<file path="src/rtl/sdram_init_pkg.sv">
package sdram_init_pkg;

    // {cs_n, ras_n, cas_n, we_n}
    typedef enum logic [3:0] {
        CMD_MRS = 4'b0000,
        CMD_REF = 4'b0001,
        CMD_PRE = 4'b0010,
        CMD_NOP = 4'b0111
    } sdram_cmd_e;

    typedef enum logic [2:0] {
        ST_PWR,
        ST_PRE,
        ST_REF,
        ST_MRS,
        ST_GAP,
        ST_DONE
    } init_state_e;

    // Round a microsecond wait up to whole clock cycles.
    function automatic int unsigned wait_cycles(input int unsigned clk_khz,
                                                input int unsigned us);
        longint unsigned prod;
        prod = longint'(clk_khz) * longint'(us);
        return int'((prod + 64'd999) / 64'd1000);
    endfunction

    function automatic int unsigned max2(input int unsigned a, input int unsigned b);
        return (a > b) ? a : b;
    endfunction

endpackage

</file>
<file path="src/rtl/sdram_init_timer.sv">
module sdram_init_timer #(
    parameter int unsigned CW      = 16,
    parameter int unsigned RST_VAL = 0
) (
    input  logic          clk,
    input  logic          rst,
    input  logic          load,
    input  logic [CW-1:0] load_val,
    output logic          expired
);
    logic [CW-1:0] cnt;

    always_ff @(posedge clk) begin
        if (rst)
            cnt <= CW'(RST_VAL);
        else if (load)
            cnt <= load_val;
        else if (cnt != '0)
            cnt <= cnt - 1'b1;
    end

    assign expired = (cnt == '0);
endmodule

</file>
<file path="src/rtl/sdram_init_fsm.sv">
module sdram_init_fsm
    import sdram_init_pkg::*;
#(
    parameter int unsigned CW        = 16,
    parameter int unsigned N_REF     = 2,
    parameter bit          MRS_FIRST = 1'b0,
    parameter int unsigned T_RP      = 3,
    parameter int unsigned T_RFC     = 7,
    parameter int unsigned T_MRD     = 2
) (
    input  logic          clk,
    input  logic          rst,
    input  logic          expired,
    output logic          load,
    output logic [CW-1:0] load_val,
    output init_state_e   state,
    output logic          ready
);
    localparam int unsigned RCW = $clog2(N_REF + 1);

    init_state_e    nxt;
    logic [RCW-1:0] ref_cnt;
    logic           mrs_done;
    logic           refs_left;
    init_state_e    pick;

    assign refs_left = (ref_cnt < RCW'(N_REF));

    always_comb begin
        if (!refs_left && mrs_done)
            pick = ST_DONE;
        else if (!mrs_done && (MRS_FIRST || !refs_left))
            pick = ST_MRS;
        else
            pick = ST_REF;
    end

    always_comb begin
        nxt      = state;
        load     = 1'b0;
        load_val = '0;
        unique case (state)
            ST_PWR:  if (expired) nxt = ST_PRE;
            ST_PRE:  begin load = 1'b1; load_val = CW'(T_RP - 1);  nxt = ST_GAP; end
            ST_REF:  begin load = 1'b1; load_val = CW'(T_RFC - 1); nxt = ST_GAP; end
            ST_MRS:  begin load = 1'b1; load_val = CW'(T_MRD - 1); nxt = ST_GAP; end
            ST_GAP:  if (expired) nxt = pick;
            ST_DONE: nxt = ST_DONE;
            default: nxt = ST_PWR;
        endcase
    end

    always_ff @(posedge clk) begin
        if (rst) begin
            state    <= ST_PWR;
            ref_cnt  <= '0;
            mrs_done <= 1'b0;
        end else begin
            state <= nxt;
            if (state == ST_REF) ref_cnt  <= ref_cnt + 1'b1;
            if (state == ST_MRS) mrs_done <= 1'b1;
        end
    end

    assign ready = (state == ST_DONE);
endmodule

</file>
<file path="src/rtl/sdram_init_encode.sv">
module sdram_init_encode
    import sdram_init_pkg::*;
#(
    parameter int unsigned ADDR_W = 12,
    parameter int unsigned BA_W   = 1,
    parameter int unsigned MODE_W = 10,
    parameter int unsigned AP_BIT = 10
) (
    input  init_state_e       state,
    input  logic [MODE_W-1:0] mode_word,
    output sdram_cmd_e        cmd,
    output logic [ADDR_W-1:0] addr,
    output logic [BA_W-1:0]   ba
);
    always_comb begin
        cmd  = CMD_NOP;
        addr = '0;
        ba   = '0;
        unique case (state)
            ST_PRE: begin
                cmd          = CMD_PRE;
                addr[AP_BIT] = 1'b1;
            end
            ST_REF: cmd = CMD_REF;
            ST_MRS: begin
                cmd              = CMD_MRS;
                addr[MODE_W-1:0] = mode_word;
            end
            default: cmd = CMD_NOP;
        endcase
    end
endmodule

</file>
<file path="src/rtl/sdram_init_seq.sv">
module sdram_init_seq
    import sdram_init_pkg::*;
#(
    parameter int unsigned CLK_KHZ   = 125000,
    parameter int unsigned WAIT_US   = 200,
    parameter int unsigned T_RP      = 3,
    parameter int unsigned T_RFC     = 7,
    parameter int unsigned T_MRD     = 2,
    parameter int unsigned N_REF     = 2,
    parameter bit          MRS_FIRST = 1'b0,
    parameter int unsigned ADDR_W    = 12,
    parameter int unsigned BA_W      = 1,
    parameter int unsigned MODE_W    = 10,
    parameter int unsigned AP_BIT    = 10,
    parameter int unsigned DQM_W     = 2
) (
    input  logic              clk,
    input  logic              rst,
    input  logic [MODE_W-1:0] mode_word,
    output logic              cke,
    output logic [DQM_W-1:0]  dqm,
    output logic              cs_n,
    output logic              ras_n,
    output logic              cas_n,
    output logic              we_n,
    output logic [ADDR_W-1:0] addr,
    output logic [BA_W-1:0]   ba,
    output logic              ready
);
    localparam int unsigned WAIT_CYC = wait_cycles(CLK_KHZ, WAIT_US);
    localparam int unsigned MAX_CNT  = max2(max2(WAIT_CYC, T_RP), max2(T_RFC, T_MRD));
    localparam int unsigned CW       = $clog2(MAX_CNT + 1);

    logic          t_load;
    logic [CW-1:0] t_val;
    logic          t_expired;
    init_state_e   state;
    sdram_cmd_e    cmd;

    sdram_init_timer #(.CW(CW), .RST_VAL(WAIT_CYC - 1)) u_timer (
        .clk(clk), .rst(rst), .load(t_load), .load_val(t_val), .expired(t_expired)
    );

    sdram_init_fsm #(
        .CW(CW), .N_REF(N_REF), .MRS_FIRST(MRS_FIRST),
        .T_RP(T_RP), .T_RFC(T_RFC), .T_MRD(T_MRD)
    ) u_fsm (
        .clk(clk), .rst(rst), .expired(t_expired),
        .load(t_load), .load_val(t_val), .state(state), .ready(ready)
    );

    sdram_init_encode #(
        .ADDR_W(ADDR_W), .BA_W(BA_W), .MODE_W(MODE_W), .AP_BIT(AP_BIT)
    ) u_enc (
        .state(state), .mode_word(mode_word), .cmd(cmd), .addr(addr), .ba(ba)
    );

    assign {cs_n, ras_n, cas_n, we_n} = cmd;
    assign cke = 1'b1;
    assign dqm = '1;
endmodule

</file>
<file path="config.mk">
export PLATFORM = sky130hd
export DESIGN_NAME = sdram_init_seq
export DESIGN_NICKNAME = d
export VERILOG_FILES = /design/src/rtl/sdram_init_pkg.sv /design/src/rtl/sdram_init_timer.sv /design/src/rtl/sdram_init_fsm.sv /design/src/rtl/sdram_init_encode.sv /design/src/rtl/sdram_init_seq.sv
export SDC_FILE = /design/constraint.sdc
export NUM_CORES = 1
export LEC_CHECK = 0
export BUFFER_PORTS_ARGS = -buffer_cell sky130_fd_sc_hd__buf_4
export CORE_MARGIN = 4
export CORE_UTILIZATION = 51
export CTS_CLUSTER_DIAMETER = 50
export CTS_CLUSTER_SIZE = 16
export DETAILED_ROUTE_END_ITERATION = 16
export GPL_TIMING_DRIVEN = 0
export PLACE_DENSITY = 0.78
export SYNTH_ARGS = -nofsm -noshare
export SYNTH_HDL_FRONTEND = slang
export SYNTH_SLANG_ARGS = --single-unit
</file>
<file path="constraint.sdc">
create_clock -name clk -period 2.5 [get_ports clk]
set_clock_uncertainty 0.2 [all_clocks]
set_input_delay 0.5 -clock clk [delete_from_list [all_inputs] [get_ports clk]]
set_output_delay 0.5 -clock clk [all_outputs]
set_load 0.1 [all_outputs]
</file>
# Yosys cells after proc, flatten, opt, wreduce, memory -nomap -nowiden
# Cells that the tools add are included.
[word_totals]
reg_bits = 21
latchBits = 0
mem_bits_rw = 0
rom_bits = 0
input_bits = 12
output_inout_bits = 21
mem_count = 0
[op_classes]
n_addsub = 2
mul = 0
div_mod_pow = 0
magnitude_cmp = 1
eq_ne = 7
shift = 0
mux = 12
bitwise = 0
reduce_logical = 10
[ops]
columns = ["op", "count"]
rows = [
  ["$mux 15", 2],
  ["$pmux 3 s3", 2],
  ["$logic_not 15->1", 1],
  ["$reduce_bool 15->1", 1],
  ["$sub 15x1->15 const B", 1],
  ["$pmux 3 s4", 1],
  ["$mux 10", 1],
  ["$mux 3", 3],
  ["$eq 3x2->1 const B", 2],
  ["$eq 3x3->1 const B", 2],
  ["$ne 2x2->1 const B", 2],
  ["$eq 3x1->1 const B", 1],
  ["$logic_not 3->1", 1],
  ["$mux 1", 3],
  ["$reduce_or 3->1", 1],
  ["$add 2x1->2 const B", 1],
  ["$logic_and 1x1->1", 2],
  ["$logic_not 1->1", 2],
  ["$lt 2x2->1 const B", 1],
  ["$reduce_and 2->1", 1],
  ["$reduce_bool 2->1", 1],
]

# Logic depth before layout (Yosys ltp)
[logic_depth]
word_depth = 7
depth_mapped = 8
depth_no_buf = 6

# Cells and area by module
# A second synthesis with hierarchy kept.
[unflattened]
cells_unflattened = 178
area_unflattened_um2 = 1480.2
[modules_own_cells]
columns = ["module", "n_inst", "cells_each", "area_per_inst_um2"]
rows = [
  ["sdram_init_timer", 1, 106, 869.6],
  ["sdram_init_fsm", 1, 47, 399.1],
  ["sdram_init_encode", 1, 21, 185.2],
  ["sdram_init_seq", 1, 4, 26.3],
]

# Worst setup path after synthesis
# No wires, ideal clock.
[synth_path]
kind = "reg2out"
from = "register u_fsm.state[0]"
to = "output port addr[10]"
arrival_ns = 2.668
t_required_ns = 1.800
setup_slack_ns = -0.868
path_stages_with_launch = 4
path_buffers = 1
path_cell_list = "dfxtp_1 > clkbuf_1 > nand2_1 > nor2_1"
[synth_via]
elab_chain_cells = 2
[synth_lines]
columns = ["item", "line", "text"]
rows = [
  ["from (decl)", "sdram_init_fsm.sv:16", "output init_state_e state,"],
  ["from (signal assigned)", "sdram_init_fsm.sv:59", "state <= nxt;"],
  ["$eq 3x1->1", "sdram_init_encode.sv:19", "unique case (state)"],
  ["$mux 1", "sdram_init_encode.sv:19", ""],
  ["to (decl)", "sdram_init_seq.sv:26", "output logic [ADDR_W-1:0] addr,"],
]
# No other way between the ends.

# Final worst setup path
[layout_path]
from = "register u_fsm.state[0]"
to = "output port ras_n"
[layout_via]
elab_chain_cells = 2
word_cells_on_any_way = 4
classes_between = "3 x eq/ne; 1 x mux"
[layout_lines]
columns = ["item", "line", "text"]
rows = [
  ["$eq 3x2->1 or $eq 3x1->1 (tied branches)", "sdram_init_encode.sv:19", ""],
  ["$pmux 3 s3 *", "sdram_init_encode.sv:19", ""],
  ["to (decl)", "sdram_init_seq.sv:23", "output logic ras_n,"],
]
# Mark *: on every way between the ends. The rest lies on a longest branch, timed or not.

==> results.json <==
{
  "cts.sinks": 21,
  "power.density_mw_per_mm2": 415,
  "grt_pass1_wl_um": 4970,
  "ir_drop_mv": 0.254,
  "cp-end-kind": "output port",
  "drtIter0Drc": 38,
  "grt_max_degree": 14,
  "clockBufferDepth": 2,
  "path_class": "reg -> out",
  "p_leak_nw": 0.598,
  "cp_max_fo": 10,
  "rsz0062_at_grt": "false",
  "synth_cells": 146,
  "die_w_um": 55.9,
  "synth_edf_count": 0,
  "grt_pass1_vias": 1167,
  "final.period_utilization_pct": 95.0,
  "cts_buffers": 3,
  "cts_tree": "built",
  "clk_pin_slew_worst_paths_ps": 110,
  "syn_avg_cell_area_um2": 8.00,
  "area_growth_pct": 25.1,
  "worst_slew_pin_slew_ps": 569,
  "synth_warnings": 0,
  "drtAntennaViolNets": 0,
  "routedWlPerCell_um": 14.6,
  "setup_viol": 0,
  "slowest_delay_ps": 440,
  "cts_hold_buf": 0,
  "syn_area_mm2": 0.00117,
  "dieArea_mm2": 0.00312,
  "path_common_cell": "nor2_1",
  "hold_viol_final": 0,
  "dp_hpwl_um": 2310,
  "gp_congestion": 0.805,
  "io_buffer_count": 26,
  "htreeDepth": 1,
  "diodes": 0,
  "ys_seq_area_share_pct": 36.0,
  "dpl_worst_slack_ps": 125,
  "drt-pass1-iter-count": 4,
  "multi_input_area_um2": 699,
  "fmax_mhz": 421,
  "synth_ff_type": "dfxtp_1",
  "seqCellArea_um2": 423,
  "drv_slew": 0,
  "routed-via-count": 1181,
  "grt_antenna_before_repair": 0,
  "tns_ps": 0,
  "wl_um": 3000,
  "drive_above_1_share_pct": 27.5,
  "instances_no_fill": 206,
  "nNetsFinal": 192,
  "crit_path_start_kind": "flip-flop",
  "rows": 17,
  "slew_headroom_pct": 61.5,
  "clk_root_buffer_cell": "clkbuf_4",
  "max-cap-violations": 0,
  "drc": 0,
  "postCtsSetupBuffers": 0,
  "hold_path.class": "in -> reg",
  "fill_cells": 209,
  "initial_core_util_pct": 53.3,
  "insertion_delay_ps": 310,
  "die_y_um": 55.9,
  "grt.total_usage_pct": 20.0,
  "overflow": 0,
  "coreArea_mm2": 0.00219,
  "critPathSlowestCell": "dfxtp_2",
  "yosysUniqueCellTypes": 40,
  "finalWorstSetupSlack_ps": 126,
  "ys_ff_latch": 21,
  "arrival_ps": 1670,
  "async_flop_share_pct": 0,
  "ios": 33,
  "crit_family": "buffers and inverters",
  "critical_path_required_ps": 1800,
  "crit_buf_inv": 3,
  "post-place-cells": 204,
  "avgViaCountPerCell": 5.73,
  "period_needed_ps": 2370,
  "cp_cell_sequence": "nor2_1, nor2_1, inv_1, clkbuf_2, buf_4",
  "status": "complete, no violations"
}
-- cells by family after synthesis --
group,after synthesis,synth area share (%)
AND/OR/NAND/NOR,70,32.8
buffers and inverters,17,7.60
flip-flops,21,36.0
XOR/XNOR,3,2.25
other,2,0.643
multiplexers,1,0.857
adder cells (fa/ha/maj),1,1.07
AO/OA/AOI/OAI,31,18.8
-- layer usage --
| layer | vias to the layer above | global-route usage [%] | wire [um] |
|---|---|---|---|
| li1 | 580 | - | - |
| met1 | 543 | 23.2 | 1280 |
| met2 | 52 | 35.1 | 1470 |
| met3 | 6 | 3.48 | 179 |
| met4 | 0 | 10.2 | 66 |
| met5 | - | 0 | 0 |
-- layout make-up --
cell class	instances	share of cell area, %
multi-input combinational	112	47.9
sequential	21	28.9
timing repair buffer	26	13.4
buffer	10	4.37
tap	28	2.40
clock buffer	4	1.80
inverter	5	1.28
-- final timing paths --
check	slack, ps	startpoint	to	cells after the start
setup / recovery	130	u_fsm.state[0]	ras_n	5
hold / removal	200	rst	u_fsm.state[0]	2
setup reg to reg	230	u_timer.cnt[0]	u_timer.cnt[2]	8
hold reg to reg	290	u_fsm.ref_cnt[0]	u_fsm.ref_cnt[0]	2
-- sequential cells by signal (all words and copies together), names as in the netlist --
| name | flops |
|---|---|
| u_fsm.mrs_done | 1 |
| u_fsm.state | 3 |
| u_timer.cnt | 15 |
| u_fsm.ref_cnt | 2 |
-- through the flow --
step / total power, mW / utilization [%] / hold slack (ps) / cell area [um^2]
global placement: 0.442 / 65.2 / 257 / 1430
finish: 0.607 / 66.7 / 205 / 1460
detailed placement: 0.445 / 65.2 / 282 / 1430
global route: 0.635 / 66.7 / 196 / 1460
floorplan: 0.424 / - / 240 / 1200
CTS: 0.607 / 66.1 / 193 / 1450
-- cells in the mapped netlist (all sizes together), types with 2 or more instances --
master	count	share of area [%]
nand2	8	2.6
inv	5	1.6
and2	10	5.4
dfxtp	21	36
or2	2	1.1
nor3b	2	1.3
nand3	3	1.3
o21ai	5	2.1
nor2	15	4.8
or4	5	3.2
buf	8	4.7
and3	2	1.1
clkbuf	4	1.3
nor4	3	1.6
xor2	2	1.5
a21oi	7	3.0
a211o	3	2.2
o31ai	3	1.9
or3	7	3.7
nor3	4	1.7
o2111ai	2	1.5
conb	2	0.64
nand2b	6	3.2
o311a	2	1.7
-- report_power, final --
part | internal [mW] | switching, mW
registers | 0.342 | 0.00811
logic | 0.0298 | 0.0589
clock network | 0.0623 | 0.106
-- placed cells by master, fill, tap and decap left out, drive strengths merged, types with 6 or more instances in the layout --
master | netlist | final
a21oi | 7 | 7
and2 | 10 | 10
buf | 8 | 34
clkbuf | 4 | 6
conb | 2 | 6
dfxtp | 21 | 21
nand2 | 8 | 8
nand2b | 6 | 6
nor2 | 15 | 15
or3 | 7 | 7
-- what timing repair did --
item	in CTS	in global routing
setup endpoints to repair	9	13
resized for setup	1	4
pin swaps	0	0
(Power assumes the default switching activity.)
